===== src/rtl/ctl_regbank.sv =====
module ctl_regbank #(
  parameter int DW        = 8,
  parameter int AW        = 3,
  parameter logic [7:0] CFG_RST = 8'h18,
  parameter int WIDE_BIT  = 2,
  parameter int DMAEN_BIT = 3
) (
  input  logic          clk,
  input  logic          rst_n,
  input  logic          soft_rst,
  input  logic [AW-1:0] addr,
  input  logic [DW-1:0] wdata,
  input  logic          wr,
  output logic [DW-1:0] rdata,
  input  logic          dma_ack,
  output logic          dma_req,
  output logic          byte_swap,
  output logic          wide_mode
);
  localparam logic [AW-1:0] A_CFG = 0, A_SUB = 1, A_PHI = 2, A_PLO = 3, A_WIN = 7;

  logic [DW-1:0] cfg_q, setup1_q, node_q, setup2_q, bus_q, cnt_q, phi_q, plo_q;
  logic          sel2_q, req_q;
  logic [2:0]    sel;

  assign sel = {sel2_q, cfg_q[1:0]};
  wire win_wr = wr && addr == A_WIN;
  wire trig   = wr && addr == A_PLO && phi_q[DMAEN_BIT];

  always_ff @(posedge clk or negedge rst_n) begin
    if (!rst_n) begin
      cfg_q <= CFG_RST; sel2_q <= 1'b0;
      setup1_q <= '0; node_q <= '0; setup2_q <= '0; bus_q <= '0; cnt_q <= '0;
    end else if (wr) begin
      case (addr)
        A_CFG: begin cfg_q <= wdata; sel2_q <= 1'b0; end
        A_SUB: begin cfg_q[1:0] <= wdata[1:0]; sel2_q <= wdata[2]; end
        default: ;
      endcase
      if (win_wr)
        case (sel)
          3'd0: setup1_q <= wdata;
          3'd1: node_q   <= wdata;
          3'd4: setup2_q <= wdata;
          3'd5: bus_q    <= wdata;
          3'd6: cnt_q    <= wdata;
          default: ;
        endcase
    end
  end

  always_ff @(posedge clk or negedge rst_n) begin
    if (!rst_n) begin
      phi_q <= '0; plo_q <= '0; req_q <= 1'b0;
    end else if (soft_rst) begin
      phi_q <= '0; plo_q <= '0; req_q <= 1'b0;
    end else begin
      if (wr && addr == A_PHI) phi_q <= wdata;
      if (wr && addr == A_PLO) plo_q <= wdata;
      if (trig) req_q <= 1'b1;
      else if (wr && addr == A_PHI && !wdata[DMAEN_BIT]) req_q <= 1'b0;
      else if (dma_ack) req_q <= 1'b0;
    end
  end

  always_comb begin
    rdata = '0;
    case (addr)
      A_CFG: rdata = cfg_q;
      A_SUB: rdata = {{(DW-3){1'b0}}, sel};
      A_PHI: rdata = phi_q;
      A_PLO: rdata = plo_q;
      A_WIN:
        case (sel)
          3'd0: rdata = setup1_q;
          3'd1: rdata = node_q;
          3'd4: rdata = setup2_q;
          3'd5: rdata = bus_q;
          3'd6: rdata = cnt_q;
          default: rdata = '0;
        endcase
      default: rdata = '0;
    endcase
  end

  assign dma_req   = req_q;
  assign wide_mode = cfg_q[WIDE_BIT];
  assign byte_swap = wide_mode & plo_q[0];

  AST_SEL2_CLEARED: assert property (@(posedge clk) disable iff (!rst_n)
    (wr && addr == A_CFG) |=> !sel2_q);
  AST_ALIAS_SHARED: assert property (@(posedge clk) disable iff (!rst_n)
    (wr && addr == A_SUB) |=> cfg_q[1:0] == $past(wdata[1:0]));
  AST_REQ_ONLY_ON_TRIGGER: assert property (@(posedge clk) disable iff (!rst_n)
    $rose(dma_req) |-> $past(wr && addr == A_PLO && phi_q[DMAEN_BIT]));
  AST_REQ_DROPS_ON_ACK: assert property (@(posedge clk) disable iff (!rst_n)
    (dma_req && dma_ack && !trig && !soft_rst) |=> !dma_req);
  AST_SOFT_KEEPS_CFG: assert property (@(posedge clk) disable iff (!rst_n)
    (soft_rst && !wr) |=> $stable(cfg_q) && $stable(setup1_q));
  AST_SWAP_NEEDS_WIDE: assert property (@(posedge clk) disable iff (!rst_n)
    byte_swap |-> wide_mode);
endmodule


===== config.mk =====
export PLATFORM = sky130hd
export DESIGN_NAME = ctl_regbank
export DESIGN_NICKNAME = d
export VERILOG_FILES = /design/src/rtl/ctl_regbank.sv
export SDC_FILE = /design/constraint.sdc
export NUM_CORES = 1
export LEC_CHECK = 0
export BUFFER_PORTS_ARGS = -buffer_cell sky130_fd_sc_hd__buf_2
export CAP_MARGIN = 15
export CORE_UTILIZATION = 65
export CTS_BUF_LIST = sky130_fd_sc_hd__clkbuf_2
export CTS_CLUSTER_SIZE = 14
export DETAILED_ROUTE_END_ITERATION = 8
export PLACE_DENSITY = 0.86
export SETUP_SLACK_MARGIN = 0.02
export SYNTH_ARGS = -nofsm -noshare
export SYNTH_HDL_FRONTEND = slang
export SYNTH_SLANG_ARGS = --single-unit

===== constraint.sdc =====
create_clock -name clk -period 3.95 [get_ports clk]
set_input_delay 0 -clock clk [delete_from_list [all_inputs] [get_ports clk]]
set_output_delay 0 -clock clk [all_outputs]
set_load 0.05 [all_outputs]

==> results of run 1 <==
## cell families after synthesis
logic type             share of synthesized area [%]
and+or+nand+nor                                 13.4
muxes                                           23.1
DFF                                             50.0
AOI/OAI and AO/OA                               9.90
buffers and inverters                           3.59
## worst max-delay path, delay by kind of cell (launching register included)
family	cells	cell delay (ns)
AND/OR/NAND/NOR	1	0.45
AO/OA/AOI/OAI	3	0.85
flip-flops	1	0.70
buffers and inverters	1	0.30
## final cells by class
class	count	area, µm²	area share [%]
flip-flops and latches	66	1650	44.0
inverters	4	15.0	0.399
clock inverters	6	81.3	2.16
clock buffers	10	50.0	1.33
well taps	67	83.8	2.23
multi-input cells	203	1540	40.9
repair buffers	47	338	8.99
## report_power, final
group	total (µW)	leakage [µW]	switching (µW)	internal, µW
clock network	443	0.0000793	236	208
logic	339	0.000779	164	176
registers	881	0.000865	91.3	790
total	1660	0.00172	491	1170
## routing by layer
metal  track usage [%]  vias to the layer above  wire length (µm)
met5                 0                        -                 0
met4              13.5                        0               176
met3              11.0                       21               405
met2              47.6                       67              3450
met1              37.9                     1171              3070
li1                  -                     1110                 -
## state kept, by name, summed over array words and instances (netlist names)
register and flops:
bus_q 8, node_q 8, phi_q 8, sel2_q 1
plo_q 8, cfg_q 8, setup2_q 8, dma_req 1
setup1_q 8, cnt_q 8
## layout by cell type (no fill, tap or decap), types with 2 or more instances in the layout
| master | netlist | layout |
|---|---|---|
| a21oi_1 | 24 | 24 |
| o32ai_1 | 2 | 2 |
| mux2_2 | 41 | 41 |
| o21ai_0 | 21 | 21 |
| dfstp_2 | 2 | 2 |
| nor3b_1 | 6 | 6 |
| clkinv_2 | 0 | 2 |
| nor3_4 | 3 | 3 |
| or2_2 | 2 | 2 |
| clkbuf_2 | 1 | 10 |
| o2bb2ai_1 | 6 | 6 |
| buf_2 | 7 | 26 |
| inv_1 | 4 | 4 |
| mux2i_1 | 15 | 15 |
| nand3_1 | 2 | 2 |
| dfrtp_1 | 64 | 64 |
| nand2_1 | 45 | 45 |
| bufinv_16 | 0 | 2 |
| nand2b_1 | 5 | 5 |
| o22ai_1 | 2 | 2 |
| nor2_1 | 7 | 7 |
| dlygate4sd3_1 | 0 | 20 |
| mux2_4 | 8 | 8 |
## final timing paths
path | slack [ns] | start | depth (start not counted) | end
hold reg to reg | 0.52 | cfg_q[7] | 1 | cfg_q[7]
hold / removal | 0.14 | addr[2] | 5 | setup2_q[3]
min in group asynchronous | 0.18 | rst_n | 3 | setup1_q[1]
max in group asynchronous | 3.25 | rst_n | 3 | cnt_q[3]
setup / recovery | 1.15 | cfg_q[0] | 5 | rdata[7]
setup reg to reg | 1.75 | cfg_q[0] | 3 | cnt_q[4]
## stage by stage
stage	instances	total power (µW)	utilization, %
finish	403	1660	78.1
global route	403	1750	78.1
CTS	403	1670	78.1
detailed placement	367	1220	71.2
global placement	367	1200	71.2
floorplan	294	1130	-
==> key figures, run 1 <==
Drt
  – Remaining DRCs: 0
  – Via/cell ratio: 5.88
  – First-pass iteration count of the detailed router: 4
  – Avg WL per Cell: 17.6 µm
  – Via count: 2369
  – DRC marker count from the first detailed-route iteration: 123
  – Antenna-violating nets left: 0
  – DRT Wirelength: 7.10 mm

Cells and area
  – Layout Nets: 347
  – Share of layout cells above drive strength 1: 30.7%
  – Total of fill cells in the finished design: 308
  – Final Cell Area: 3760 µm²
  – P&R area growth vs syn: 13.6%
  – Ant. Diodes: 0

Floorplan
  – Io pins: 27
  – Effective utilization at floorplan: 68.7%
  – Placement Rows: 25
  – Die X: 73.4 µm
  – Core box area: 4820 µm²
  – Die area: 5380 µm²
  – Die Y: 73.4 µm

Yosys
  – Seq/Total Area, Yosys: 50.0%
  – Top cells by area, synth: dfrtp_1 48%, mux2_2 14%, nand2_1 5.1%
  – Top FF cell, synth: dfrtp_1
  – Netlist cell types: 38
  – Yosys top cell area share: 48.4%
  – Synth Warn #: 0
  – Synth area leader: dfrtp_1
  – Netlist Area Pre-Place: 3310 µm²
  – Syn Area/Cell: 11.3 µm²
  – Net Count, Synth: 310
  – Async set-or-reset flop fraction in the synthesized netlist: 100%
  – EDFF count, synth: 0
  – Most common cell in the netlist: dfrtp_1
  – Top cells by count, synth: 64 x dfrtp_1, 45 x nand2_1, 41 x mux2_2, 24 x a21oi_1, 21 x o21ai_0
  – Yosys reg bits: 66
  – Post-synthesis cell count: 294

Power and ir drop
  – VDD IR max: 0.000296 V
  – Static leakage: 0.00172 µW
  – Pwr/cell area: 443 nW/µm²

STA
  – Max Clk Rate: 357 MHz
  – Final Max Slew Viols: 0
  – Worst slew pin tran: 0.876 ns
  – Period utilization: 71.0%
  – Final setup fails: 0
  – Hold Vio Cnt, Final: 0
  – RSZ-0062 raised after global routing: no
  – Hold slack: 0.142 ns
  – Clk_skew: 0.0177 ns
  – Final min period: 2.80 ns
  – Final setup margin: 1.15 ns
  – Worst slew margin: 41.6%
  – Setup TNS: 0 ns

Worst setup path
  – Worst setup EP type: output port
  – CP max-delay cell: dfrtp_1
  – Most used cell, CP: o21ai_0
  – CP Launch Type: flip-flop
  – Largest stage delay, worst path: 0.70 ns
  – Critical Path RT: 3.95 ns
  – Crit path kind: reg2out
  – Worst-path fanout max: 20
  – CP cell instances: nand2b_1, a21oi_1, o21ai_0, o21ai_0, buf_2
  – Endpoint arrival time on the critical path: 2.80 ns

Place
  – RD Place Congestion: 0.806
  – DPL Wire Length: 4.45 mm
  – Setup WS pre-CTS: 1.72 ns
  – Post-DP Area: 3430 µm²
  – IO buf count: 26

CTS
  – H-tree levels: 3
  – Worst-path clk slew: 0.17 ns
  – Clock Latency Late Sink: 0.52 ns
  – Clock Sinks: 66
  – Post-CTS sizing: 0
  – CTS tree: yes
  – Num CTS Buffers: 9
  – Post-CTS Setup Bufs: 0
  – CTS Root Cell: clkbuf_2
  – Clk buf depth: 2
  – Post-CTS Hold Buffers: 20

Global route
  – First-pass GRT wire length: 11.7 mm
  – Global route overflow: 0
  – Antenna violations before repair: 0
  – Number of global-route vias before repair: 2398
  – GRT Resource Usage Total: 30.3%
  – Largest net degree at the start of global routing: 67

Worst hold path
  – Hold Crit Class: in2reg

Status
  – Status: completed

Job
  – Number of max-cap violations: 0
(Power assumes the default switching activity.)
==> run 2, diff against run 1 <==
--- a/config.mk
+++ b/config.mk
@@ -7,11 +7,11 @@
 export LEC_CHECK = 0
 export BUFFER_PORTS_ARGS = -buffer_cell sky130_fd_sc_hd__buf_2
 export CAP_MARGIN = 15
-export CORE_UTILIZATION = 65
+export CORE_UTILIZATION = 56
 export CTS_BUF_LIST = sky130_fd_sc_hd__clkbuf_2
 export CTS_CLUSTER_SIZE = 14
 export DETAILED_ROUTE_END_ITERATION = 8
-export PLACE_DENSITY = 0.86
+export PLACE_DENSITY = 0.78
 export SETUP_SLACK_MARGIN = 0.02
 export SYNTH_ARGS = -nofsm -noshare
 export SYNTH_HDL_FRONTEND = slang
==> constraint.sdc (replaced) <==
create_clock -name clk -period 2.44 [get_ports clk]
set_input_delay 0 -clock clk [delete_from_list [all_inputs] [get_ports clk]]
set_output_delay 0 -clock clk [all_outputs]
set_load 0.05 [all_outputs]
==> key figures, run 2 (synthesized netlist as in run 1, its figures left out) <==
Place
  – DPL Wire Length: 4.99 mm (was 4.45 mm)
  – Post-DP Area: 3480 µm² (was 3430 µm²)
  – RD Place Congestion: 0.777 (was 0.806)
  – Setup WS pre-CTS: 0.514 ns (was 1.72 ns)
  – IO buf count: 26 (unchanged)

CTS
  – Num CTS Buffers: 9 (unchanged)
  – CTS Root Cell: clkbuf_2 (unchanged)
  – Worst-path clk slew: 0.17 ns (about the same)
  – CTS tree: yes (unchanged)
  – H-tree levels: 3 (unchanged)
  – Clk buf depth: 2 (unchanged)
  – Clock Latency Late Sink: 0.49 ns (was 0.52 ns)
  – Clock Sinks: 66 (unchanged)

Worst setup path
  – Crit path kind: reg2out (unchanged)
  – Worst-path fanout max: 13 (was 20)
  – Largest stage delay, worst path: 0.50 ns (was 0.70 ns)
  – CP max-delay cell: dfrtp_1 (unchanged)
  – Most used cell, CP: o21ai_0 (unchanged)
  – Endpoint arrival time on the critical path: 2.26 ns (was 2.80 ns)
  – Worst setup EP type: output port (unchanged)
  – CP Launch Type: flip-flop (unchanged)
  – Top Family by Delay on Critical Path: buffers and inverters (was compound AO/OA/AOI/OAI gates)
  – Critical Path RT: 2.44 ns (was 3.95 ns)
  – CP cell instances: buf_4, or2_2, o32ai_1, o21ai_0, o21ai_0, buf_2 (was nand2b_1, a21oi_1, o21ai_0, o21ai_0, buf_2)
  – Crit path buf inv count: 2 (was 1)
  – R2r setup slk: 0.56 ns (was 1.75 ns)

Floorplan
  – Core box area: 5610 µm² (was 4820 µm²)
  – Io pins: 27 (unchanged)
  – Effective utilization at floorplan: 59.0% (was 68.7%)
  – Die Y: 78.9 µm (was 73.4 µm)
  – Placement Rows: 27 (was 25)
  – Die area: 6220 µm² (was 5380 µm²)
  – Die X: 78.9 µm (was 73.4 µm)

Drt
  – Remaining DRCs: 0 (unchanged)
  – DRC marker count from the first detailed-route iteration: 149 (was 123)
  – DRT Wirelength: 7.44 mm (was 7.10 mm)
  – Avg WL per Cell: 17.9 µm (was 17.6 µm)
  – First-pass iteration count of the detailed router: 4 (unchanged)
  – Via/cell ratio: 5.78 (was 5.88)
  – Antenna-violating nets left: 0 (unchanged)
  – Via count: 2404 (was 2369)

STA
  – Worst slew margin: 49.6% (was 41.6%)
  – Final Max Slew Viols: 0 (unchanged)
  – Max Clk Rate: 443 MHz
  – Final setup margin: 0.181 ns (was 1.15 ns)
  – Final min period: 2.26 ns
  – Period utilization: 92.6%
  – Setup TNS: 0 ns (unchanged)
  – Worst slew pin tran: 0.755 ns (was 0.876 ns)
  – Final setup fails: 0 (unchanged)
  – RSZ-0062 raised after global routing: no (unchanged)
  – Hold Vio Cnt, Final: 0 (unchanged)
  – Clk_skew: 0.0141 ns (was 0.0177 ns)

Global route
  – GRT Resource Usage Total: 26.9% (was 30.3%)
  – Global route overflow: 0 (unchanged)
  – Antenna violations before repair: 0 (unchanged)
  – Number of global-route vias before repair: 2432 (was 2398)
  – Largest net degree at the start of global routing: 35 (was 67)
  – First-pass GRT wire length: 12.3 mm (was 11.7 mm)

Worst hold path
  – Hold Crit Class: in2reg (unchanged)

Cells and area
  – Most frequent cells in the layout: 63 x dfrtp_1, 45 x nand2_1, 41 x mux2_2 (was 64 x dfrtp_1, 45 x nand2_1, 41 x mux2_2)
  – Ant. Diodes: 0 (unchanged)
  – Layout Nets: 355 (was 347)
  – Share of layout cells above drive strength 1: 33.1% (was 30.7%)
  – Final Cell Area: 3810 µm² (was 3760 µm²)
  – Total of fill cells in the finished design: 435 (was 308)
  – Leading cell type in the layout, fill and taps excluded: dfrtp_1 (unchanged)
  – P&R area growth vs syn: 15.0% (was 13.6%)

Status
  – Status: completed (unchanged)

Power and ir drop
  – Pwr/cell area: 692 nW/µm² (was 443 nW/µm²)
  – Static leakage: 0.00176 µW (was 0.00172 µW)
  – VDD IR max: 0.000454 V (was 0.000296 V)

Job
  – Number of max-cap violations: 0 (unchanged)
## run 2: report_power, final
| group | total [µW] | internal [µW] | switching (µW) |
|---|---|---|---|
| logic | 618 | 306 | 311 |
| registers | 1390 | 1280 | 111 |
| clock network | 625 | 244 | 381 |
## run 2: final cells by class
type                       instances  area, µm²  share of cell area [%]
sequential                        66       1660                    43.5
multi-input combinational        203       1540                    40.5
timing repair buffer              55        400                    10.5
tap                               72       90.1                    2.37
clock buffer                      12       60.1                    1.58
clock inverter                     4       43.8                    1.15
inverter                           4       15.0                   0.394
## run 2: repair_timing
item / CTS / global route
gates resized for setup: 1 / 3
endpoints found under the hold margin: 98 / 0
gates cloned: 0 / 0
hold buffers: 20 / 0
buffers inserted: 0 / 2
setup endpoints to repair: 2 / 8
## run 2: path summary, 6_finish.rpt
check,cells after the start,startpoint,to
max in group asynchronous,3,rst_n,cfg_q[3]
hold / removal,4,wr,sel2_q
hold reg to reg,1,cfg_q[6],cfg_q[6]
setup / recovery,6,sel2_q,rdata[3]
min in group asynchronous,2,rst_n,node_q[1]
setup reg to reg,5,dma_req,dma_req
## run 2: tightest hold or removal path: stages
cell      delay (ns)
buf_2           0.12
nand2b_1        0.22
o21ai_0         0.12
nand2_1         0.07
## run 2: metal layers
metal  routed length [µm]  track usage [%]  vias to the layer above
li1                     -                -                     1126
met1                 3190             34.3                     1176
met2                 3710             44.3                       85
met3                  352             4.37                       17
met4                  187             13.6                        0
met5                    0                0                        -
## run 2: through the flow
stage | std cells | power, µW | hold slack (ns) | utilization (%)
detailed placement | 378 | 2000 | 0.104 | 62.0
floorplan | 294 | 1840 | -0.296 | -
global route | 416 | 2770 | 0.0569 | 67.9
CTS | 414 | 2640 | 0.0182 | 67.5
global placement | 378 | 1970 | 0.108 | 62.0
finish | 416 | 2630 | 0.0610 | 67.9
